## src/rtl/stc_pkg.sv

```systemverilog
package stc_pkg;
  typedef enum logic [1:0] {
    ROLE_IDLE = 2'd0,
    ROLE_A_IN = 2'd1,
    ROLE_B_IN = 2'd2
  } role_e;
endpackage

```

## src/rtl/stc_rst_sync.sv

```systemverilog
module stc_rst_sync #(
  parameter int STAGES = 2
) (
  input  logic clk,
  input  logic rst_n,
  output logic rst_q
);
  logic [STAGES-1:0] sync_q;
  logic [STAGES-1:0] sync_d;

  always_comb begin
    sync_d = {sync_q[STAGES-2:0], 1'b1};
  end

  always_ff @(posedge clk or negedge rst_n) begin
    if (!rst_n) sync_q <= '0;
    else        sync_q <= sync_d;
  end

  assign rst_q = sync_q[STAGES-1];
endmodule

```

## src/rtl/stc_mode_decode.sv

```systemverilog
module stc_mode_decode
  import stc_pkg::*;
#(
  parameter int W = 8
) (
  input  logic         mode_act,
  input  logic         en_ab,
  input  logic         en_ba,
  input  logic         oec_a,
  input  logic         oec_b,
  output logic         cap_a,
  output logic         tog_a,
  output logic         cap_b,
  output logic         tog_b,
  output logic [W-1:0] drv_a,
  output logic [W-1:0] drv_b
);
  role_e role;

  always_comb begin
    role = ROLE_IDLE;
    if (mode_act && (en_ab != en_ba)) begin
      role = en_ab ? ROLE_A_IN : ROLE_B_IN;
    end
  end

  always_comb begin
    cap_a = (role == ROLE_A_IN);
    tog_b = (role == ROLE_A_IN);
    cap_b = (role == ROLE_B_IN);
    tog_a = (role == ROLE_B_IN);
    drv_a = {W{tog_a & oec_a}};
    drv_b = {W{tog_b & oec_b}};
  end
endmodule

```

## src/rtl/stc_cell.sv

```systemverilog
module stc_cell (
  input  logic tck,
  input  logic rst_n,
  input  logic cap,
  input  logic tog,
  input  logic pin,
  output logic stage_q,
  output logic shadow_q
);
  logic stage_d;
  logic shadow_d;
  logic upd;

  assign upd = cap | tog;

  always_comb begin
    stage_d = stage_q;
    if (cap)      stage_d = pin;
    else if (tog) stage_d = ~stage_q;
  end

  always_comb begin
    shadow_d = upd ? stage_q : shadow_q;
  end

  always_ff @(posedge tck or negedge rst_n) begin
    if (!rst_n) stage_q <= 1'b0;
    else        stage_q <= stage_d;
  end

  always_ff @(negedge tck or negedge rst_n) begin
    if (!rst_n) shadow_q <= 1'b0;
    else        shadow_q <= shadow_d;
  end
endmodule

```

## src/rtl/stc_cell_bank.sv

```systemverilog
module stc_cell_bank #(
  parameter int W = 8
) (
  input  logic         tck,
  input  logic         rst_n,
  input  logic         cap,
  input  logic         tog,
  input  logic [W-1:0] pins,
  output logic [W-1:0] stage,
  output logic [W-1:0] shadow
);
  for (genvar i = 0; i < W; i++) begin : g_cell
    stc_cell u_cell (
      .tck      (tck),
      .rst_n    (rst_n),
      .cap      (cap),
      .tog      (tog),
      .pin      (pins[i]),
      .stage_q  (stage[i]),
      .shadow_q (shadow[i])
    );
  end
endmodule

```

## src/rtl/samp_toggle_cells.sv

```systemverilog
module samp_toggle_cells #(
  parameter int W           = 8,
  parameter int SYNC_STAGES = 2
) (
  input  logic         tck,
  input  logic         rst_n,
  input  logic         mode_act,
  input  logic         en_ab,
  input  logic         en_ba,
  input  logic         oec_a,
  input  logic         oec_b,
  input  logic [W-1:0] pin_a_in,
  input  logic [W-1:0] pin_b_in,
  output logic [W-1:0] core_a,
  output logic [W-1:0] core_b,
  output logic [W-1:0] pin_a_out,
  output logic [W-1:0] pin_b_out,
  output logic [W-1:0] drv_en_a,
  output logic [W-1:0] drv_en_b
);
  logic         rst_q;
  logic         cap_a, tog_a, cap_b, tog_b;
  logic [W-1:0] stage_a, stage_b;
  logic [W-1:0] shadow_a, shadow_b;

  stc_rst_sync #(.STAGES(SYNC_STAGES)) u_rst (
    .clk   (tck),
    .rst_n (rst_n),
    .rst_q (rst_q)
  );

  stc_mode_decode #(.W(W)) u_dec (
    .mode_act (mode_act),
    .en_ab    (en_ab),
    .en_ba    (en_ba),
    .oec_a    (oec_a),
    .oec_b    (oec_b),
    .cap_a    (cap_a),
    .tog_a    (tog_a),
    .cap_b    (cap_b),
    .tog_b    (tog_b),
    .drv_a    (drv_en_a),
    .drv_b    (drv_en_b)
  );

  stc_cell_bank #(.W(W)) u_bank_a (
    .tck    (tck),
    .rst_n  (rst_q),
    .cap    (cap_a),
    .tog    (tog_a),
    .pins   (pin_a_in),
    .stage  (stage_a),
    .shadow (shadow_a)
  );

  stc_cell_bank #(.W(W)) u_bank_b (
    .tck    (tck),
    .rst_n  (rst_q),
    .cap    (cap_b),
    .tog    (tog_b),
    .pins   (pin_b_in),
    .stage  (stage_b),
    .shadow (shadow_b)
  );

  assign core_a    = shadow_a;
  assign core_b    = shadow_b;
  assign pin_a_out = shadow_a;
  assign pin_b_out = shadow_b;
endmodule

```

## config.mk

```make
export PLATFORM = sky130hd
export DESIGN_NAME = samp_toggle_cells
export DESIGN_NICKNAME = d
export VERILOG_FILES = /design/src/rtl/stc_pkg.sv /design/src/rtl/stc_rst_sync.sv /design/src/rtl/stc_mode_decode.sv /design/src/rtl/stc_cell.sv /design/src/rtl/stc_cell_bank.sv /design/src/rtl/samp_toggle_cells.sv
export SDC_FILE = /design/constraint.sdc
export NUM_CORES = 1
export LEC_CHECK = 0
export ABC_AREA = 1
export BUFFER_PORTS_ARGS = -buffer_cell sky130_fd_sc_hd__buf_2
export CAP_MARGIN = 20
export CORE_MARGIN = 1
export CORE_UTILIZATION = 49
export DETAILED_ROUTE_END_ITERATION = 10
export PLACE_DENSITY = 0.8
export SLEW_MARGIN = 20
export SYNTH_ARGS = -nofsm -noshare
export SYNTH_HDL_FRONTEND = slang
export SYNTH_SLANG_ARGS = --single-unit
export TNS_END_PERCENT = 1
```

## constraint.sdc

```tcl
create_clock -name tck -period 1.27 [get_ports tck]
set_input_delay 0.1905 -clock tck [delete_from_list [all_inputs] [get_ports tck]]
set_output_delay 0.1905 -clock tck [all_outputs]
set_load 0.01 [all_outputs]
```

==> results by group <==
Outcome
  • Status: finished with violations
  • Failing checks: setup timing

Min path
  • Hold Crit Class: input pin to register
  • Hold EP: u_bank_a.g_cell[1].u_cell.stage_q$_DFFE_PN0P_
  • Min-Delay Startpoint: pin_a_in[1]
  • Hold depth: 3

Critical path
  • Critical path, cell by cell: buf_2
  • Critical path's slowest cell: dfrtn_1
  • Worst r2r src: u_bank_b.g_cell[4].u_cell.stage_q$_DFFE_PN0P_
  • Data arrival, critical path: 1500 ps
  • Kind of cell adding the most delay to the critical path: flip-flops
  • Worst setup startpoint: u_bank_a.g_cell[6].u_cell.shadow_q$_DFFE_NN0P_
  • Worst-path maximum fanout: 3
  • Reg2reg setup slack: -80 ps
  • Setup CP Type: register to output port
  • Startpoint types: register
  • Slowest stage delay, CP: roughly 430 ps
  • CP bufs+invs: 1
  • Critical R2R Capture: u_bank_b.g_cell[4].u_cell.shadow_q$_DFFE_NN0P_
  • Worst setup EP type: output port
  • Worst Path Required: 1080 ps
  • R2R cell count: 2

Final layout
  • Multi-input logic area: 561 sq um
  • Fillcell total: ~320
  • Synth-to-layout area growth: 19.6%
  • Commonest non-fill, non-tap cell in the layout: nand2_1
  • Fin area: 0.00225 sq mm
  • Layout cells sized above 1: approximately two fifths
  • Nets: 303
  • Register area: 852 sq um
  • Ant diodes: 0
  • Commonest cells after routing, fill and taps aside: 96 x nand2_1, 69 x buf_2, 23 x buf_4, 20 x inv_1, 17 x dfrtp_1

Routing
  • DR iter-0 viols: 60
  • Routed Antenna Nets: 0
  • Drt pass-1 iters: 4
  • Remaining DRCs: 0
  • Via count: 1,485
  • Wire per inst: 10.9 um
  • Drt total wl: roughly 3.6 mm
  • Vias per cell: 4.51

Clocking
  • TritonCTS clock tree: yes
  • Clock Root Buffer: clkbuf_8
  • CTS Buf Count: 5
  • Worst skew pair latency: 290 ps
  • CTS sink cnt: 34
  • Clk buf depth: 2
  • Clock-pin slew on the worst setup and hold paths: approximately 60 ps
  • H-Tree Depth: 2

Pwr
  • Maximum vdd drop: 0.889 mV
  • Power Density: 1590 mW/mm^2
  • P_leak: between 1 and 1.5 nW

Floorplanning
  • Starting Density: 51.4%
  • I/O pin count: 71
  • Core ar.: 0.00366 sq mm
  • Die height: 64.0 um
  • Die X: 64.0 um
  • FP Rows: 22
  • Die area: 0.00409 sq mm

Placed design
  • Place WS: -354 ps
  • Routability cong.: 0.751
  • DP HPWL: 2.46 mm
  • Port bufs: 70
  • Area post-placement: 0.00210 sq mm

GRT
  • Grt total ovfl: 0
  • Largest net degree at the start of global routing: 33
  • Vias in the first global route: 1,292
  • Antenna violations before repair: 0
  • Total track usage: about a fifth
  • First-pass GRT wire length: 5.79 mm

Yosys
  • Ys Warns: 0
  • Synthesis-stage register bit count: 34
  • Seq/Total Area, Yosys: 45.2%
  • Post-Syn Instances: approximately 230
  • Mapped Area: 0.00188 sq mm
  • Synth unique cells: 16
  • Syn Area/Cell: 8.29 sq um
  • Net Count, Synth: 250

STA
  • RSZ-0062 raised after global routing: true
  • Final hold vios: 0
  • Setup TNS Final: -13,490 ps
  • Fin. max-slew vios: 0
  • Final setup fails: 48
  • Final WS setup: -416 ps
  • Clock skew: 13.0 ps

Job
  • MaxCap Viol Count: 0
## power breakdown
group | switching, W | total (W) | internal, W | leakage (nW)
Sequential | 0.000184 | 0.00157 | 0.00139 | 0.402
Clock | 0.000362 | 0.000870 | 0.000507 | 0.0506
Combinational | 0.000607 | 0.00114 | 0.000528 | 0.942
Total | 0.00115 | 0.00358 | 0.00243 | 1.39
## state kept, by name, indices dropped and copies added (netlist names)
signal,flops
u_bank_a.g_cell.u_cell.shadow_q,8
u_bank_a.g_cell.u_cell.stage_q,8
u_bank_b.g_cell.u_cell.shadow_q,8
u_bank_b.g_cell.u_cell.stage_q,8
u_rst.sync_q,2
## per-stage QoR
step	std cells	hold slack (ps)	util, %	power [W]
floorplan	227	-105	-	0.00256
global placement	319	-23.7	57.5	0.00266
detailed placement	319	-21.4	57.5	0.00270
CTS	329	103	61.0	0.00360
global route	329	108	61.5	0.00381
finish	329	111	61.5	0.00358
## logic make-up after synthesis
kind of cell	share of synthesized area (%)
buffers and inverters	25.8
other	0.199
flip-flops	45.2
AND/OR/NAND/NOR	28.8
## cell type report
type                       count  area share (%)
timing repair buffer          97            26.4
sequential                    34            37.9
multi-input combinational    120            24.9
inverter                      22            3.67
tap                           48            2.67
clock buffer                   8            4.50
## cell usage after synthesis
library cell / instances / area share [%]
nand4_2: 3 / 2.0
nand4_1: 13 / 4.3
nand3_2: 2 / 1.1
nor2_1: 2 / 0.40
inv_1: 21 / 4.2
nand2_2: 1 / 0.33
buf_4: 47 / 19
nand2_1: 96 / 19
clkbuf_8: 2 / 1.5
nand2_4: 1 / 0.60
inv_2: 1 / 0.20
conb_1: 1 / 0.20
nand3_4: 1 / 0.93
dfrtp_1: 18 / 24
buf_6: 2 / 1.2
dfrtn_1: 16 / 21
## timing repair
item                                    CTS  global route
pin swaps                                28             2
gates resized for setup                   3             5
endpoints found under the setup margin   64            64
setup buffers                             1             0
hold endpoints to repair                  2             0
hold buffers                              1             0
## worst max-delay path by stage
stage | end | depth (start not counted)
after global routing | pin_a_out[6] | 1
after global placement | u_bank_a.g_cell[7].u_cell.shadow_q$_DFFE_NN0P_ | 6
after floorplan | u_bank_a.g_cell[0].u_cell.shadow_q$_DFFE_NN0P_ | 5
after detailed placement | u_bank_b.g_cell[5].u_cell.shadow_q$_DFFE_NN0P_ | 6
final | pin_a_out[6] | 1
after CTS | pin_a_out[6] | 1
## routing by layer
metal | vias to the layer above | wire length [um] | part of all wire [%] | GRT usage (%)
li1 | 757 | - | - | -
met4 | 0 | 55 | 1.5 | 7.67
met2 | 45 | 1810 | 50 | 31.6
met3 | 5 | 152 | 4.2 | 4.64
met5 | - | 0 | 0 | 0
met1 | 678 | 1570 | 44 | 23.2
No activity file was read; power rests on OpenSTA's default activity.
